<file path="src/rtl/re_surv_pkg.sv">
package re_surv_pkg;

   // Predecessor of state s: shift the history down one position and place
   // the decision bit as the oldest bit ({s[0], d} for a four-state trellis).
   function automatic int unsigned pred_of(input int unsigned s,
                                           input int unsigned d,
                                           input int unsigned nstates);
      return ((s << 1) | (d & 1)) & (nstates - 1);
   endfunction

   // Bit appended when entering state s: its newest-input field.
   function automatic logic entry_bit(input int unsigned s,
                                      input int unsigned sw);
      return logic'((s >> (sw - 1)) & 1);
   endfunction

endpackage

</file>
<file path="src/rtl/re_survivor_cell.sv">
module re_survivor_cell #(
   parameter int unsigned STATE_ID   = 0,
   parameter int unsigned STATE_BITS = 2,
   parameter int unsigned WIDTH      = 8
) (
   input  logic             clk,
   input  logic             rst_n,
   input  logic             clear,
   input  logic             step,
   input  logic             dec,
   input  logic [WIDTH-1:0] cand0,
   input  logic [WIDTH-1:0] cand1,
   output logic [WIDTH-1:0] surv_q,
   output logic [WIDTH-1:0] surv_next
);
   import re_surv_pkg::*;

   localparam logic NEW_BIT = entry_bit(STATE_ID, STATE_BITS);

   logic [WIDTH-1:0] chosen;

   always_comb begin
      chosen = dec ? cand1 : cand0;
   end

   generate
      if (WIDTH == 1) begin : g_narrow
         always_comb surv_next = NEW_BIT;
      end else begin : g_wide
         always_comb surv_next = {chosen[WIDTH-2:0], NEW_BIT};
      end
   endgenerate

   always_ff @(posedge clk or negedge rst_n) begin
      if (!rst_n) begin
         surv_q <= '0;
      end else if (clear) begin
         surv_q <= '0;
      end else if (step) begin
         surv_q <= surv_next;
      end
   end

endmodule

</file>
<file path="src/rtl/re_step_counter.sv">
module re_step_counter #(
   parameter int unsigned FRAME_BITS = 8
) (
   input  logic clk,
   input  logic rst_n,
   input  logic clear,
   input  logic step,
   output logic last
);
   localparam int unsigned CW = (FRAME_BITS > 1) ? $clog2(FRAME_BITS) : 1;
   localparam logic [CW-1:0] LAST_IDX = CW'(FRAME_BITS - 1);
   localparam bit POW2 = (FRAME_BITS == (1 << CW));

   logic [CW-1:0] cnt_q;
   logic [CW-1:0] cnt_inc;

   always_comb last = (cnt_q == LAST_IDX);

   generate
      if (POW2) begin : g_wrap_free
         always_comb cnt_inc = cnt_q + CW'(1);
      end else begin : g_wrap_cmp
         always_comb cnt_inc = last ? '0 : cnt_q + CW'(1);
      end
   endgenerate

   always_ff @(posedge clk or negedge rst_n) begin
      if (!rst_n) begin
         cnt_q <= '0;
      end else if (clear) begin
         cnt_q <= '0;
      end else if (step) begin
         cnt_q <= cnt_inc;
      end
   end

endmodule

</file>
<file path="src/rtl/re_word_select.sv">
module re_word_select #(
   parameter int unsigned NUM_STATES = 4,
   parameter int unsigned STATE_BITS = 2,
   parameter int unsigned WIDTH      = 8
) (
   input  logic                                 clk,
   input  logic                                 rst_n,
   input  logic                                 emit,
   input  logic [STATE_BITS-1:0]                best,
   input  logic [NUM_STATES-1:0][WIDTH-1:0]     surv_next,
   output logic                                 word_valid,
   output logic [WIDTH-1:0]                     word_out
);
   logic [WIDTH-1:0] picked;

   always_comb picked = surv_next[best];

   always_ff @(posedge clk or negedge rst_n) begin
      if (!rst_n) begin
         word_valid <= 1'b0;
         word_out   <= '0;
      end else begin
         word_valid <= emit;
         if (emit) begin
            word_out <= picked;
         end
      end
   end

endmodule

</file>
<file path="src/rtl/re_survivor_unit.sv">
module re_survivor_unit #(
   parameter int unsigned CONSTRAINT_LEN = 3,
   parameter int unsigned FRAME_BITS     = 8,
   localparam int unsigned STATE_BITS    = CONSTRAINT_LEN - 1,
   localparam int unsigned NUM_STATES    = 1 << STATE_BITS
) (
   input  logic                  clk,
   input  logic                  rst_n,
   input  logic                  frame_start,
   input  logic                  step_valid,
   input  logic [NUM_STATES-1:0] decisions,
   input  logic [STATE_BITS-1:0] best_state,
   output logic                  word_valid,
   output logic [FRAME_BITS-1:0] word_out
);
   import re_surv_pkg::*;

   generate
      if (CONSTRAINT_LEN < 2 || CONSTRAINT_LEN > 9) begin : g_bad_k
         $error("re_survivor_unit: CONSTRAINT_LEN must be 2..9");
      end
      if (FRAME_BITS < 2 || FRAME_BITS > 64) begin : g_bad_frame
         $error("re_survivor_unit: FRAME_BITS must be 2..64");
      end
   endgenerate

   logic take_step;
   logic at_last;
   logic emit;
   logic [NUM_STATES-1:0][FRAME_BITS-1:0] surv_q;
   logic [NUM_STATES-1:0][FRAME_BITS-1:0] surv_next;

   always_comb begin
      take_step = step_valid && !frame_start;
      emit      = take_step && at_last;
   end

   genvar gs;
   generate
      for (gs = 0; gs < NUM_STATES; gs++) begin : g_state
         localparam int unsigned P0 = pred_of(gs, 0, NUM_STATES);
         localparam int unsigned P1 = pred_of(gs, 1, NUM_STATES);
         re_survivor_cell #(
            .STATE_ID  (gs),
            .STATE_BITS(STATE_BITS),
            .WIDTH     (FRAME_BITS)
         ) u_cell (
            .clk      (clk),
            .rst_n    (rst_n),
            .clear    (frame_start),
            .step     (take_step),
            .dec      (decisions[gs]),
            .cand0    (surv_q[P0]),
            .cand1    (surv_q[P1]),
            .surv_q   (surv_q[gs]),
            .surv_next(surv_next[gs])
         );
      end
   endgenerate

   re_step_counter #(.FRAME_BITS(FRAME_BITS)) u_count (
      .clk  (clk),
      .rst_n(rst_n),
      .clear(frame_start),
      .step (take_step),
      .last (at_last)
   );

   re_word_select #(
      .NUM_STATES(NUM_STATES),
      .STATE_BITS(STATE_BITS),
      .WIDTH     (FRAME_BITS)
   ) u_out (
      .clk       (clk),
      .rst_n     (rst_n),
      .emit      (emit),
      .best      (best_state),
      .surv_next (surv_next),
      .word_valid(word_valid),
      .word_out  (word_out)
   );

endmodule

</file>
<file path="config.mk">
export PLATFORM = sky130hd
export DESIGN_NAME = re_survivor_unit
export DESIGN_NICKNAME = d
export VERILOG_FILES = /design/src/rtl/re_surv_pkg.sv /design/src/rtl/re_survivor_cell.sv /design/src/rtl/re_step_counter.sv /design/src/rtl/re_word_select.sv /design/src/rtl/re_survivor_unit.sv
export SDC_FILE = /design/constraint.sdc
export NUM_CORES = 1
export LEC_CHECK = 0
export CAP_MARGIN = 20
export CORE_MARGIN = 3
export CORE_UTILIZATION = 56
export DETAILED_ROUTE_END_ITERATION = 6
export DONT_BUFFER_PORTS = 1
export GPL_TIMING_DRIVEN = 0
export PLACE_DENSITY = 0.74
export SYNTH_ARGS = -nofsm -noshare
export SYNTH_HDL_FRONTEND = slang
export SYNTH_SLANG_ARGS = --single-unit
</file>
<file path="constraint.sdc">
create_clock -name clk -period 1.7 [get_ports clk]
set_clock_uncertainty 0.2 [all_clocks]
set_input_delay 0.17 -clock clk [delete_from_list [all_inputs] [get_ports clk]]
set_output_delay 0.17 -clock clk [all_outputs]
set_load 0.05 [all_outputs]
</file>
# After elaboration in Yosys (flattened, before gate mapping)
# Cells that the tools add are included.
# W data, S select, Z words.
[op_classes] n_reduce_logical=4 add_sub_neg=1 n_eq_ne=1 muxes=16 n_lt_le_gt_ge=1
[op_table] cell="$mux W7" count=12
[op_table] cell="$bmux W8 S2" count=1
[op_table] cell="$mux W8" count=1
[op_table] cell="$mux W3" count=2
[op_table] cell="$add A3 B1 Y3 const B" count=1
[op_table] cell="$eq A3 B3 Y1 const B" count=1
[op_table] cell="$lt A2 B3 Y1 const B" count=1
[op_table] cell="$logic_and A1 B1 Y1" count=2
[op_table] cell="$reduce_bool A2 Y1" count=1
[op_table] cell="$logic_not A1 Y1" count=1
[word_totals] regBits=40 elab_cells=30 input_bits=10 output_inout_bits=9

# Depth between registers and ports, before layout
[logic_depth] word_depth=4 mapped_depth=6 depth_no_buf=5

# Cells and area by module
# A second synthesis with hierarchy kept.
[hier_totals] cells_unflattened=199 area_unflattened_um2=2519.9
[by_module_without_submodules] mod="re_survivor_cell at g_state[2].u_cell ..." area_each_um2=466.7 seq_area_each_um2=200.2 n_inst=2 cells_per_inst=36
[by_module_without_submodules] mod="re_survivor_cell at g_state[0].u_cell ..." area_each_um2=440.4 seq_area_each_um2=175.2 n_inst=2 cells_per_inst=34
[by_module_without_submodules] mod="re_word_select" area_each_um2=550.5 seq_area_each_um2=225.2 n_inst=1 cells_per_inst=46
[by_module_without_submodules] mod="re_step_counter" area_each_um2=140.1 seq_area_each_um2=75.1 n_inst=1 cells_per_inst=11
[by_module_without_submodules] mod="re_survivor_unit" area_each_um2=15.0 seq_area_each_um2=0.0 n_inst=1 cells_per_inst=2

# Worst setup path after synthesis
# Ideal clock, no wire load.
[synth_timing] path_kind="register to register" from="reg u_count.cnt_q[0]" to="reg u_out.word_out[0]" path_stages_with_launch=5 arrival_ps=1254 slack_ps=121 path_buffers=0 synth_period_minus_slack_ps=1579 required_time_ps=1375 path_cell_list="dfrtp_1 ha_1 ha_1 nand3b_1 mux2_2"
[synth_between] elab_chain_len=2
[synth_lines] element="start: declaration" line_no="re_step_counter.sv:14" text="logic [CW-1:0] cnt_q;"
[synth_lines] element="start signal: assignment" line_no="re_step_counter.sv:33" text="cnt_q <= cnt_inc;"
[synth_lines] element="$eq A3 B3 Y1" line_no="re_step_counter.sv:17" text="always_comb last = (cnt_q == LAST_IDX);"
[synth_lines] element="$logic_and A1 B1 Y1" line_no="re_survivor_unit.sv:35" text="emit = take_step && at_last;"
[synth_lines] element="end signal: assignment" line_no="re_word_select.sv:25" text="word_out <= picked;"
[synth_lines] element="end: declaration" line_no="re_word_select.sv:12" text="output logic [WIDTH-1:0] word_out"
# Every way passes these cells.
# A chain may end at the register's enable or synchronous reset.

# Worst setup path in the final report
[layout_timing] from="in best_state[1]" to="reg u_out.word_out[6]"
[layout_between] elab_chain_len=2
[layout_lines] element="start: declaration" line_no="re_survivor_unit.sv:12" text="input logic [STATE_BITS-1:0] best_state,"
[layout_lines] element="$bmux W8 S2" line_no="re_word_select.sv:16" text="always_comb picked = surv_next[best];"
[layout_lines] element="$mux W8 (not written as such)" line_no="re_word_select.sv:16"
# Every way passes these cells. The select of a mux whose other input is x is not followed.

==> summary.md <==
| Metric | Value |
|---|---|
| Outcome | `finished clean` |
| H-tree levels | `2` |
| Number of warnings issued by yosys | `0` |
| GRT Overall Usage | `22.7%` |
| Mean post-synth cell area | `11.0 um2` |
| Drt via density | `6.06` |
| Final Cycle Share | `96.2%` |
| Final Power | `1.55 mW` |
| Levels on crit path | `5` |
| Gpl congestion | `0.831` |
| Pwr dens | `757 nW/um2` |
| Mapped cell area | `1800 um2` |
| Die area | `3930 um2` |
| ANT nets after route | `0` |
| Flop pwr share | `57.8%` |
| Final Max Slew Viols | `0` |
| Iter 0 DRT Violations | `138` |
| Final instance area | `2050 um2` |
| Critical-path cell list | `dlygate4sd3_1, buf_6, mux2i_1, mux2_1, o31ai_2` |
| Most frequent cells in the layout | `dfrtp_1 (35), mux2i_1 (25), nor2_1 (23)` |
| Die Width | `62.7 um` |
| Net Switching | `0.433 mW` |
| Worst slew pin tran | `0.516 ns` |
| Clock slew at reported path FFs | `0.11 ns` |
| Hold WC Path Type | `in -> reg` |
| WL final | `4.16 mm` |
| P&R area growth vs syn | `13.9%` |
| Number of primary I/O pins | `19` |
| Min Tclk post-route | `1.63 ns` |
| Int Power | `1.12 mW` |
| CP startpoint | `best_state[1]` |
| Hold Slack | `0.0348 ns` |
| Top Family by Delay on Critical Path | `buffers and inverters` |
| Arrival time at the worst endpoint | `1.71 ns` |
| Setup CP Type | `in -> reg` |
| Register area share after synthesis | `48.7%` |
| Drt pass-1 iters | `4` |
| Setup TNS after final layout | `0 ns` |
| Drt wl/cell | `18.6 um` |
| Grt ovf | `0` |
| Slowest stage delay, CP | `0.57 ns` |
| Clock sinks | `35` |
| Required @ worst endpoint | `1.77 ns` |
| Worst Path Buf+Inv | `2` |
| Die Span Y | `62.7 um` |
| CP max FO | `8` |
| Crit path capture | `u_out.word_out[6]$_DFFE_PN0P_` |
| Post-synthesis cell type count | `22` |
| Nets@finish | `195` |
| Cells taking the most area after synthesis | `dfrtp_1 (49%), mux2i_1 (14%), a211oi_1 (6.7%)` |
| Cell Area, Placed | `1850 um2` |
| Final Setup Violations | `0` |
| Final setup margin | `0.0651 ns` |
| Synth Register Bits | `35` |
| Max Freq | `0.612 GHz` |
| CP Launch Type | `input port` |
| LEAKAGE | `0.918 nW` |
| Synth top area share | `48.7%` |
| Largest net degree at the start of global routing | `36` |
| Vias post-DR | `1357` |
| Drc violations | `0` |
| Hold Violations, Final | `0` |
| Biggest area consumer among synthesized cells | `dfrtp_1` |
| Reg2reg start | `u_count.cnt_q[0]$_DFFE_PN0P_` |
| Worst r2r path cells | `4` |
| First-pass GRT wire length | `6.85 mm` |
| Number of global-route vias before repair | `1358` |
| Filler cells | `206` |
| Crit Reg-Reg Endpoint | `u_out.word_out[0]$_DFFE_PN0P_` |
| Clock network fraction of design power | `27.4%` |
| Critical Path Sink Type | `flip-flop` |
| Syn Inst Count | `164` |
| Syn nets | `176` |
| Initial antenna violation count | `0` |
| Slew headroom | `65.6%` |
| Reg2reg setup slack | `0.07 ns` |
| CTS max path bufs | `2` |
| Worst vdd ir | `0.466 mV` |
| Clock latency on the worst-skew pair | `0.35 ns` |
| Initial Util | `62.0%` |
| Most common cell after layout, fill and taps aside | `dfrtp_1` |
| IO Port Bufs | `0` |
| N_diodes | `0` |
| TritonCTS buffer count | `5` |
| Share of layout cells above drive strength 1 | `14.8%` |
| Core area | `2900 um2` |
| HPWL Detailed | `2.70 mm` |
| CTS tree | `built` |
| Switch share | `27.9%` |
| Comb power frac | `14.9%` |
| Root Buffer Master | `clkbuf_4` |
| Max Cap Viol | `0` |
| CP max stage cell | `dlygate4sd3_1` |
| Dpl ws | `-0.0163 ns` |
| Placement Rows | `19` |
==> power by group through the flow <==
stage          clock network [mW]  registers, mW  logic [mW]
2_1_floorplan                   0          0.902       0.152
3_3_place_gp                    0          0.908       0.181
3_5_place_dp                    0          0.912       0.187
4_1_cts                     0.413          0.895       0.228
5_1_grt                     0.470          0.901       0.254
6_report                    0.425          0.897       0.231
==> flip-flops by register name, summed over array words and instances, names as in the netlist <==
register and count:
u_out.word_out 8, u_out.word_valid 1, g_state.u_cell.surv_q 23, u_count.cnt_q 3
==> worst register-to-register path, cell delays in order (launching register included) <==
cell and delay, ns:
dfrtp_1 0.41, ha_2 0.19, ha_4 0.15, nand3b_1 0.25, mux2_4 0.33
==> Yosys cell counts <==
master / n
nand2b_1: 8
nand2_1: 13
a21oi_1: 6
a211oi_1: 16
clkbuf_1: 5
nor2_1: 23
o21ai_1: 4
xnor2_1: 1
o21ai_0: 2
buf_2: 2
buf_6: 3
mux2_2: 1
inv_1: 1
nand3b_1: 1
nand3_1: 4
buf_4: 5
dfrtp_1: 35
ha_1: 2
mux2i_1: 25
mux2_1: 1
o31ai_1: 1
mux4_2: 5
==> final cells by class <==
cell class	instances	area, um2	share of cell area [%]
buffer	15	104	5.07
clock buffer	6	41.3	2.01
inverter	1	3.75	0.183
multi-input combinational	113	843	41.1
sequential	35	876	42.7
tap	42	52.6	2.56
timing repair buffer	12	129	6.29
==> repair_timing <==
item	4_1_cts	5_1_grt
endpoints found under the hold margin	48	0
hold buffers	10	0
cloned	0	1
pin swaps	1	3
setup buffers	1	0
gates resized for setup	0	9
setup endpoints to repair	7	7
==> worst min-delay path by stage <==
| stage | cells past startpoint | end | slack (ns) | from |
|---|---|---|---|---|
| floorplan | 0 | g_state[0].u_cell.surv_q[2]$_DFFE_PN0P_ | -0.33 | rst_n |
| global placement | 0 | u_out.word_out[2]$_DFFE_PN0P_ | -0.32 | rst_n |
| detailed placement | 0 | u_out.word_valid$_DFF_PN0_ | -0.32 | rst_n |
| CTS | 3 | g_state[1].u_cell.surv_q[6]$_DFFE_PN0P_ | 0.04 | step_valid |
| global route | 3 | g_state[1].u_cell.surv_q[6]$_DFFE_PN0P_ | 0.03 | step_valid |
| finish | 3 | g_state[1].u_cell.surv_q[6]$_DFFE_PN0P_ | 0.03 | step_valid |
==> metrics by stage <==
| stage | util [%] | cells |
|---|---|---|
| after floorplan | - | 164 |
| after global placement | 63.8 | 206 |
| after detailed placement | 63.8 | 206 |
| after CTS | 69.3 | 223 |
| after global routing | 70.7 | 224 |
| final | 70.7 | 224 |
==> routing by layer <==
metal  vias to the layer above  part of all wire [%]  track usage, %
met5                         -                     0               0
met4                         0                   1.4            5.79
met3                         7                   6.0            7.91
met2                        52                    49            36.2
met1                       683                    44            29.6
li1                        615                     -               -
==> kinds of logic after synthesis <==
family	count (synthesis)	synth area share [%]
AND/OR/NAND/NOR	49	11.8
flip-flops	35	48.7
multiplexers	32	21.4
AO/OA/AOI/OAI	29	10.4
buffers and inverters	16	5.77
adder cells (fa/ha/maj)	2	1.39
XOR/XNOR	1	0.487
Note: power is estimated with default switching activity, not from simulation.
